`src/rtl/sfp_pkg.sv`:
```
package sfp_pkg;
    typedef enum logic [1:0] {
        ST_IDLE = 2'd0,
        ST_SYNC = 2'd1,
        ST_DATA = 2'd2
    } sfp_state_e;
endpackage

```
`src/rtl/sfp_bitclk_div.sv`:
```
module sfp_bitclk_div #(
    parameter int DIV = 18
) (
    input  logic clk,
    input  logic rst_n,
    output logic bclk_o,
    output logic rise_evt_o,
    output logic fall_evt_o
);
    localparam int DIV_W = $clog2(DIV);
    localparam int HALF  = DIV / 2;
    localparam logic [DIV_W-1:0] CNT_LAST = DIV_W'(DIV - 1);
    localparam logic [DIV_W-1:0] CNT_FALL = DIV_W'(HALF - 1);
    localparam logic [DIV_W-1:0] CNT_HALF = DIV_W'(HALF);

    logic [DIV_W-1:0] cnt_q, cnt_nxt;
    logic             bclk_q;

    // The next count value decides the next level of the bit clock.
    always_comb begin
        cnt_nxt = (cnt_q == CNT_LAST) ? '0 : cnt_q + 1'b1;
    end

    always_ff @(posedge clk) begin
        if (!rst_n) begin
            cnt_q  <= CNT_LAST;
            bclk_q <= 1'b0;
        end else begin
            cnt_q  <= cnt_nxt;
            bclk_q <= (cnt_nxt < CNT_HALF);
        end
    end

    assign bclk_o     = bclk_q;
    assign rise_evt_o = (cnt_q == CNT_LAST);
    assign fall_evt_o = (cnt_q == CNT_FALL);

    AST_BCLK_RISE: assert property (@(posedge clk) disable iff (!rst_n)
        rise_evt_o |=> bclk_q);
    AST_BCLK_FALL: assert property (@(posedge clk) disable iff (!rst_n)
        fall_evt_o |=> !bclk_q);
endmodule

```
`src/rtl/sfp_frame_fsm.sv`:
```
module sfp_frame_fsm
    import sfp_pkg::*;
#(
    parameter int FRAME_BITS = 256,
    parameter int WORD_W     = 16
) (
    input  logic       clk,
    input  logic       rst_n,
    input  logic       mode_strap,
    input  logic       rise_evt,
    output sfp_state_e state_o,
    output logic       frame_start_o,
    output logic       shift_evt_o,
    output logic       rx_last_o,
    output logic       fsync_n_o
);
    localparam int BIT_W = $clog2(FRAME_BITS);
    localparam logic [BIT_W-1:0] PER_LAST = BIT_W'(FRAME_BITS - 1);
    localparam logic [BIT_W-1:0] PER_DEND = BIT_W'(WORD_W);

    sfp_state_e       state_q, state_nxt;
    logic [BIT_W-1:0] per_q;
    logic             mode_early_q;
    logic             fsync_n_q;

    // The strap is latched only while reset is held.
    always_ff @(posedge clk) begin
        if (!rst_n) mode_early_q <= mode_strap;
    end

    // State register and bit-period counter.
    always_ff @(posedge clk) begin
        if (!rst_n) begin
            state_q <= ST_IDLE;
            per_q   <= PER_LAST;
        end else begin
            state_q <= state_nxt;
            if (rise_evt) per_q <= (per_q == PER_LAST) ? '0 : per_q + 1'b1;
        end
    end

    // Transitions: frame_wrap, data_open, data_close.
    always_comb begin
        state_nxt = state_q;
        unique case (state_q)
            ST_IDLE: if (rise_evt && per_q == PER_LAST) state_nxt = ST_SYNC;
            ST_SYNC: if (rise_evt)                      state_nxt = ST_DATA;
            ST_DATA: if (rise_evt && per_q == PER_DEND) state_nxt = ST_IDLE;
            default:                                    state_nxt = ST_IDLE;
        endcase
    end

    // Output process: the frame sync follows the next state.
    always_ff @(posedge clk) begin
        if (!rst_n) begin
            fsync_n_q <= 1'b1;
        end else if (mode_early_q) begin
            fsync_n_q <= (state_nxt != ST_SYNC);
        end else begin
            fsync_n_q <= (state_nxt != ST_DATA);
        end
    end

    assign state_o       = state_q;
    assign frame_start_o = (state_q == ST_IDLE) && (state_nxt == ST_SYNC);
    assign shift_evt_o   = rise_evt && (state_nxt == ST_DATA);
    assign rx_last_o     = (state_q == ST_DATA) && (per_q == PER_DEND);
    assign fsync_n_o     = fsync_n_q;

    AST_SYNC_AT_ZERO: assert property (@(posedge clk) disable iff (!rst_n)
        (state_q == ST_SYNC) |-> (per_q == '0));
    AST_EARLY_ONE_PERIOD: assert property (@(posedge clk) disable iff (!rst_n)
        (mode_early_q && !fsync_n_q && rise_evt) |=> fsync_n_q);
    AST_LATE_SELECT: assert property (@(posedge clk) disable iff (!rst_n)
        (!mode_early_q && state_q == ST_DATA) |-> !fsync_n_q);
    AST_MODE_HOLD: assert property (@(posedge clk) disable iff (!rst_n)
        $past(rst_n) |-> $stable(mode_early_q));
endmodule

```
`src/rtl/sfp_shifter.sv`:
```
module sfp_shifter
    import sfp_pkg::*;
#(
    parameter int WORD_W = 16
) (
    input  logic              clk,
    input  logic              rst_n,
    input  sfp_state_e        state,
    input  logic              rise_evt,
    input  logic              fall_evt,
    input  logic              frame_start,
    input  logic              shift_evt,
    input  logic              rx_last,
    input  logic [WORD_W-1:0] tx_data,
    input  logic              tx_write,
    input  logic              sdin,
    output logic              sdout_o,
    output logic              tx_taken_o,
    output logic [WORD_W-1:0] rx_data_o,
    output logic              rx_valid_o
);
    logic [WORD_W-1:0] hold_q, tx_sh_q, rx_sh_q, rx_word_q;
    logic              sdout_q, taken_q, rx_valid_q;
    logic              sample_evt;

    assign sample_evt = fall_evt && (state == ST_DATA);

    // Holding register and transmit path.
    always_ff @(posedge clk) begin
        if (!rst_n) begin
            hold_q  <= '0;
            tx_sh_q <= '0;
            sdout_q <= 1'b0;
            taken_q <= 1'b0;
        end else begin
            if (tx_write) hold_q <= tx_data;
            taken_q <= frame_start;
            if (frame_start) begin
                tx_sh_q <= hold_q;
                sdout_q <= 1'b0;
            end else if (shift_evt) begin
                sdout_q <= tx_sh_q[WORD_W-1];
                tx_sh_q <= {tx_sh_q[WORD_W-2:0], 1'b0};
            end else if (rise_evt) begin
                sdout_q <= 1'b0;
            end
        end
    end

    // Receive path.
    always_ff @(posedge clk) begin
        if (!rst_n) begin
            rx_sh_q    <= '0;
            rx_word_q  <= '0;
            rx_valid_q <= 1'b0;
        end else begin
            rx_valid_q <= 1'b0;
            if (sample_evt) begin
                rx_sh_q <= {rx_sh_q[WORD_W-2:0], sdin};
                if (rx_last) begin
                    rx_word_q  <= {rx_sh_q[WORD_W-2:0], sdin};
                    rx_valid_q <= 1'b1;
                end
            end
        end
    end

    assign sdout_o    = sdout_q;
    assign tx_taken_o = taken_q;
    assign rx_data_o  = rx_word_q;
    assign rx_valid_o = rx_valid_q;

    AST_IDLE_LINE_ZERO: assert property (@(posedge clk) disable iff (!rst_n)
        (state != ST_DATA) |-> !sdout_q);
    AST_TAKEN_IN_SYNC: assert property (@(posedge clk) disable iff (!rst_n)
        taken_q |-> (state == ST_SYNC));
    AST_RXV_SINGLE: assert property (@(posedge clk) disable iff (!rst_n)
        rx_valid_q |=> !rx_valid_q);
    AST_RX_HOLD: assert property (@(posedge clk) disable iff (!rst_n)
        !rx_valid_q |-> $stable(rx_word_q));
endmodule

```
`src/rtl/sfp_timing_master.sv`:
```
module sfp_timing_master
    import sfp_pkg::*;
#(
    parameter int DIV        = 18,
    parameter int FRAME_BITS = 256,
    parameter int WORD_W     = 16
) (
    input  logic              clk,
    input  logic              rst_n,
    input  logic              mode_strap,
    input  logic [WORD_W-1:0] tx_data,
    input  logic              tx_write,
    output logic              tx_taken,
    output logic [WORD_W-1:0] rx_data,
    output logic              rx_valid,
    output logic              bclk,
    output logic              fsync_n,
    output logic              sdout,
    input  logic              sdin
);
    logic       rise_evt, fall_evt;
    logic       frame_start, shift_evt, rx_last;
    sfp_state_e state;

    sfp_bitclk_div #(.DIV(DIV)) u_div (
        .clk        (clk),
        .rst_n      (rst_n),
        .bclk_o     (bclk),
        .rise_evt_o (rise_evt),
        .fall_evt_o (fall_evt)
    );

    sfp_frame_fsm #(.FRAME_BITS(FRAME_BITS), .WORD_W(WORD_W)) u_fsm (
        .clk           (clk),
        .rst_n         (rst_n),
        .mode_strap    (mode_strap),
        .rise_evt      (rise_evt),
        .state_o       (state),
        .frame_start_o (frame_start),
        .shift_evt_o   (shift_evt),
        .rx_last_o     (rx_last),
        .fsync_n_o     (fsync_n)
    );

    sfp_shifter #(.WORD_W(WORD_W)) u_shift (
        .clk         (clk),
        .rst_n       (rst_n),
        .state       (state),
        .rise_evt    (rise_evt),
        .fall_evt    (fall_evt),
        .frame_start (frame_start),
        .shift_evt   (shift_evt),
        .rx_last     (rx_last),
        .tx_data     (tx_data),
        .tx_write    (tx_write),
        .sdin        (sdin),
        .sdout_o     (sdout),
        .tx_taken_o  (tx_taken),
        .rx_data_o   (rx_data),
        .rx_valid_o  (rx_valid)
    );
endmodule

```
`config.mk`:
```
export PLATFORM = sky130hd
export DESIGN_NAME = sfp_timing_master
export DESIGN_NICKNAME = d
export VERILOG_FILES = /design/src/rtl/sfp_pkg.sv /design/src/rtl/sfp_bitclk_div.sv /design/src/rtl/sfp_frame_fsm.sv /design/src/rtl/sfp_shifter.sv /design/src/rtl/sfp_timing_master.sv
export SDC_FILE = /design/constraint.sdc
export NUM_CORES = 1
export LEC_CHECK = 0
export BUFFER_PORTS_ARGS = -buffer_cell sky130_fd_sc_hd__buf_4
export CORE_MARGIN = 3
export CORE_UTILIZATION = 55
export DETAILED_ROUTE_END_ITERATION = 6
export PLACE_DENSITY = 0.78
export SETUP_SLACK_MARGIN = 0.5
export SYNTH_ARGS = -nofsm -noshare
export SYNTH_HDL_FRONTEND = slang
export SYNTH_SLANG_ARGS = --single-unit
```
`constraint.sdc`:
```
create_clock -name clk -period 6 [get_ports clk]
set_input_delay 0.6 -clock clk [delete_from_list [all_inputs] [get_ports clk]]
set_output_delay 0.6 -clock clk [all_outputs]
set_load 0.02 [all_outputs]
```
Word level (Yosys, flattened, before mapping)
Index checks and enable logic that the tools add are counted.
- $add $sub $neg: 2
- div/mod/pow operators: 0
- magnitude comparators: 1
- reductions and logical operators: 12
- bitwise operators: 1
- eq/ne operators: 10
- $mul: 0
- shift operators: 0
- muxes and demuxes: 12
- operators with widths (cell ; count):
    $mux 16 ; 2
    $add 8x1->8 const B ; 1
    $eq 8x5->1 const B ; 1
    $eq 8x8->1 const B ; 1
    $mux 8 ; 1
    $logic_and 1x1->1 ; 6
    $mux 2 ; 3
    $pmux 2 s3 ; 1
    $add 5x1->5 const B ; 1
    $eq 5x4->1 const B ; 1
    $eq 5x5->1 const B ; 1
    $lt 5x4->1 const B ; 1
    $mux 5 ; 1
    $eq 2x1->1 const B ; 2
    $eq 2x2->1 const B ; 2
    $mux 1 ; 4
    $reduce_and 2->1 ; 2
    $reduce_bool 2->1 ; 2
    $logic_not 2->1 ; 1
    $ne 2x1->1 const B ; 1
    $ne 2x2->1 const B ; 1
    $reduce_or 2->1 ; 1
    $not 1->1 ; 1
- bits in read-only memories: 0
- register bits: 84
- latch bits: 0
- input bits: 21
- output and inout bits: 21
- logic and storage cells: 51
- memories: 0
- RAM bits: 0

Logic depth before layout (Yosys ltp)
- depth in word-level cells: 8
- depth in mapped cells: 9

By module
From an unflattened synthesis, not the netlist that was laid out.
- cell total of the unflattened synthesis: 339
- area total of the unflattened synthesis: 3573.4 um^2
- by module, submodules not included (module ; times used ; seq. area each (um^2) ; area an instance (um^2) ; cells each):
    sfp_shifter ; 1 ; 1321.3 ; 2608.8 ; 235
    sfp_frame_fsm ; 1 ; 250.2 ; 644.4 ; 70
    sfp_bitclk_div ; 1 ; 120.1 ; 320.3 ; 34

Least setup slack after synthesis
OpenSTA, ideal clock, no wires.
- kind: reg2reg
- from: reg u_div.cnt_q[0]
- to: reg u_shift.tx_sh_q[10]
- buffers on the path: 3
- cell stages (with the launch flop): 9
- clock period less this slack: 1.961 ns
- slack: 4.039 ns
- data required time: 5.878 ns
- data arrival time: 1.839 ns
- cell sequence: dfxtp_1 -> ha_1 -> and4bb_1 -> buf_4 -> nand4_2 -> and2_1 -> clkbuf_1 -> buf_2 -> a221o_1
- longest elaborated chain between the ends: 7
- elaborated cells on any way between the ends: 13
- classes of those cells: eq/ne: 3; mux: 5; reduce/logical: 5
- RTL lines (what ; RTL line ; RTL):
    start, declared ; sfp_bitclk_div.sv:16 ; logic [DIV_W-1:0] cnt_q, cnt_nxt;
    start signal, assigned ; sfp_bitclk_div.sv:29 ; cnt_q <= cnt_nxt;
    $eq 5x5->1 * ; sfp_bitclk_div.sv:35 ; assign rise_evt_o = (cnt_q == CNT_LAST);
    $logic_and 1x1->1 (on tied branches) ; sfp_frame_fsm.sv:48, sfp_frame_fsm.sv:46 ;
    $mux 2 (on tied branches) ; sfp_frame_fsm.sv:48, sfp_frame_fsm.sv:46 ;
    $pmux 2 s3 ; sfp_frame_fsm.sv:45 ; unique case (state_q)
    $eq 2x1->1 or $eq 2x2->1 (tied branches) ; sfp_frame_fsm.sv:65, sfp_frame_fsm.sv:66 ;
    $logic_and 1x1->1 (on tied branches) ; sfp_frame_fsm.sv:65, sfp_frame_fsm.sv:66 ;
    $mux 16 or $reduce_bool 2->1 (tied branches) ; n/a ;
    end signal, assigned ; sfp_shifter.sv:39 ; tx_sh_q <= hold_q;
    end signal, assigned ; sfp_shifter.sv:43 ; tx_sh_q <= {tx_sh_q[WORD_W-2:0], 1'b0};
    end, declared ; sfp_shifter.sv:22 ; logic [WORD_W-1:0] hold_q, tx_sh_q, rx_sh_q, rx_word_q;
Mark *: on every way between the ends. The rest lies on a longest branch, timed or not.
A chain may end at the register's enable or synchronous reset.

Final worst setup path
- from: reg u_fsm.state_q[0] (netlist: u_fsm.state_o[0])
- to: reg u_shift.tx_sh_q[12]
- longest elaborated chain between the ends: 5
- elaborated cells on any way between the ends: 13
- classes of those cells: eq/ne: 4; mux: 5; reduce/logical: 4
- RTL lines (what ; RTL line ; RTL):
    start, declared ; sfp_frame_fsm.sv:21 ; sfp_state_e state_q, state_nxt;
    start signal, assigned ; sfp_frame_fsm.sv:37 ; state_q <= state_nxt;
    $eq 2x2->1, or another cell as far along ; sfp_frame_fsm.sv:45 ;
    $pmux 2 s3 ; sfp_frame_fsm.sv:45 ;
    $eq 2x1->1 or $eq 2x2->1 (tied branches) ; sfp_frame_fsm.sv:65, sfp_frame_fsm.sv:66 ;
    $logic_and 1x1->1 (on tied branches) ; sfp_frame_fsm.sv:65, sfp_frame_fsm.sv:66 ;
    $mux 16 or $reduce_bool 2->1 (tied branches) ; n/a ;
Parallel ways exist; a longest one is shown, timed or not.

==> impl_metrics.ini <==
[route]
remaining_drc_errors = 0
num_vias = 3003
drtIter0Drc = 214
antenna_left = 0
drt_first_pass_iters = 4
wl_per_cell_microns = 15.1
routed_wl_mm = 8.00
post_drt_via_cell_ratio = 5.67

[clock_tree]
cts_tree = built
numCtsBuffers = 9
post_cts.repair.setup_buffers = 0
cts_max_level = 3
clock_latency_ps = 360
clk_path_buf_depth = 2
clock_sinks = 84
ctsHoldBuffers = 0
ctsRootBufferMaster = clkbuf_8
cts_resized = 0
clk_pin_slew_ps = 90

[pwr]
switchingPower_uw = 448
power_density_nw_per_um2 = 316
intPower_uw = 940
clock_power_share = 0.299
power_frac_seq = 0.482
p_comb_frac = 0.219
p_total_mw = 1.39
switching_share = 0.323
ir_worst_vdd_mv = 0.193
leakagePower_nw = 1.99

[grt]
grt_pass1_vias = 2804
grt_pass1_wl_mm = 13.4
grt_use_met1 = 0.265
use_met2 = 0.311
grt_max_degree = 56
grt_usage = 0.199
overflow = 0
grt.busiest_layer = met2
use_met3 = 0.0583
grt_antenna_before_repair = 0

[logic_synthesis]
yosysTopAreaCell = dfxtp_1
synth_nets = 434
yosysWarnings = 0
synth.distinct_cells = 47
synth_area_leaders = dfxtp_1, mux2i_1, a221o_1
syn_inst = 408
syn-mean-instance-area_sq_um = 9.60
yosysSeqAreaShare = 0.432
synthDominantCellAreaShare = 0.424
async_flop_share = 0
ys_seq_elements = 84
synth-main-ff-cell = dfxtp_1
synth-edff-count = 1
netlist_area_sq_um = 3920

[worst_setup_path]
path_max_fanout = 21
cp.required_ps = 6300
end_kind = flop
crit_arrival_ps = 2840
cp-start-kind = flop
critPathKind = flop to flop
crit_start = u_fsm.state_o[0]$_SDFF_PN0_
r2r_start = u_fsm.state_o[0]$_SDFF_PN0_

[hold_path]
worstHoldPathType = primary input to flop
worstHoldStart = mode_strap

[sta]
rsz0062_at_grt = false
fin_skew_ps = 13.7
setup_slack_ps = 3460
setup-tns-final_ps = 0
worstMarginPinSlew_ps = 1120
slew_headroom = 0.247
setup_viol = 0
period_share = 0.424
max_freq_mhz = 393
report.final.slew_viol_count = 0
hold_viol_final = 0
fin_crit_ps = 2540

[place]
gp_congestion = 0.812
port_buffers = 41
dp_slack_ps = 3380
dp_hpwl_mm = 5.16

[die]
fp.dieH_microns = 90.4
initial_core_util = 0.570
ios = 42
die_area_sq_um = 8170
rows = 30
core-area_sq_um = 6870
die_x_microns = 90.4

[status]
status = completed

[final_layout]
n_fill_cell = 597
final_common_cell = dfxtp_1
syn_to_final_growth_pct = 12.1
n_antenna_cell = 0
final_cell_mix = dfxtp_1, mux2i_1, nor2_1, buf_4, a21oi_1
drive_gt1_frac = 0.152
final_nets = 455

[run]
maxCapViolCount = 0
[kinds of logic after synthesis]
kind of cell,after synthesis,share of synthesized area
AND/OR/NAND/NOR,133,0.184
flip-flops,84,0.432
AO/OA/AOI/OAI,74,0.140
multiplexers,63,0.161
buffers and inverters,42,0.0524
XOR/XNOR,7,0.0156
adder cells (fa/ha/maj),5,0.0160
[registers in the layout, summed over array words and instances, names as in the netlist]
name,cells
u_shift.sdout_o,1
u_fsm.state_o,2
u_shift.hold_q,16
u_div.bclk_o,1
u_fsm.per_q,8
u_shift.rx_sh_q,15
u_div.cnt_q,5
u_fsm.mode_early_q,1
u_shift.rx_valid_o,1
u_shift.tx_taken_o,1
u_shift.rx_data_o,16
u_fsm.fsync_n_o,1
u_shift.tx_sh_q,16
[cell type report]
cell class | count | area [sq um] | area share
clock buffer | 9 | 124 | 0.0282
clock inverter | 7 | 78.8 | 0.0179
inverter | 9 | 33.8 | 0.00769
multi-input combinational | 282 | 2020 | 0.460
sequential | 84 | 1690 | 0.385
tap | 96 | 120 | 0.0273
timing repair buffer | 43 | 323 | 0.0735
[worst max-delay path, stage by stage (launching register included)]
cell and delay [ps]:
dfxtp_1 560, nor4bb_1 440, nand4_2 260, nor2_1 920, a221o_1 310
[path summary, 6_finish.rpt]
| kind | slack [ps] | end | cells past startpoint |
|---|---|---|---|
| min | 420 | u_fsm.mode_early_q$_DFFE_PN_ | 1 |
| max reg2reg | 3460 | u_shift.tx_sh_q[12]$_SDFFE_PN0P_ | 4 |
| max | 3460 | u_shift.tx_sh_q[12]$_SDFFE_PN0P_ | 4 |
| min reg2reg | 490 | u_shift.tx_sh_q[14]$_SDFFE_PN0P_ | 2 |
[cells in the mapped netlist (3+ instances only)]
library cell,count
nand2_1,17
o211ai_1,4
mux2i_1,63
or2_2,3
and4_1,4
nand3b_1,17
buf_1,3
a221o_1,20
ha_1,5
o21ai_0,14
and2_1,4
inv_1,8
xor2_1,3
nor2_1,51
o2111a_1,6
nand3_1,5
nor2b_1,15
clkbuf_1,18
xnor2_1,4
a21oi_1,21
dfxtp_1,83
buf_2,7
nand4_1,3
[routing by layer]
layer	share of wire	vias to the layer above
li1	-	1501
met1	0.48	1432
met2	0.45	61
met3	0.048	9
met4	0.012	0
met5	0	-
[metrics by stage]
stage	utilization	hold slack, ps	instance area [sq um]	std cells
6_report	0.640	420	4390	530
5_1_grt	0.640	398	4390	530
3_3_place_gp	0.610	464	4190	514
2_1_floorplan	-	452	3920	408
3_5_place_dp	0.610	475	4190	514
4_1_cts	0.640	401	4390	530
[power groups by stage]
stage | combinational, mW | sequential, mW | clock, mW
6_report | 0.304 | 0.670 | 0.415
5_1_grt | 0.340 | 0.678 | 0.447
4_1_cts | 0.303 | 0.668 | 0.424
3_5_place_dp | 0.302 | 0.680 | 0
3_3_place_gp | 0.293 | 0.678 | 0
2_1_floorplan | 0.251 | 0.658 | 0
No activity file was read; power rests on OpenSTA's default activity.
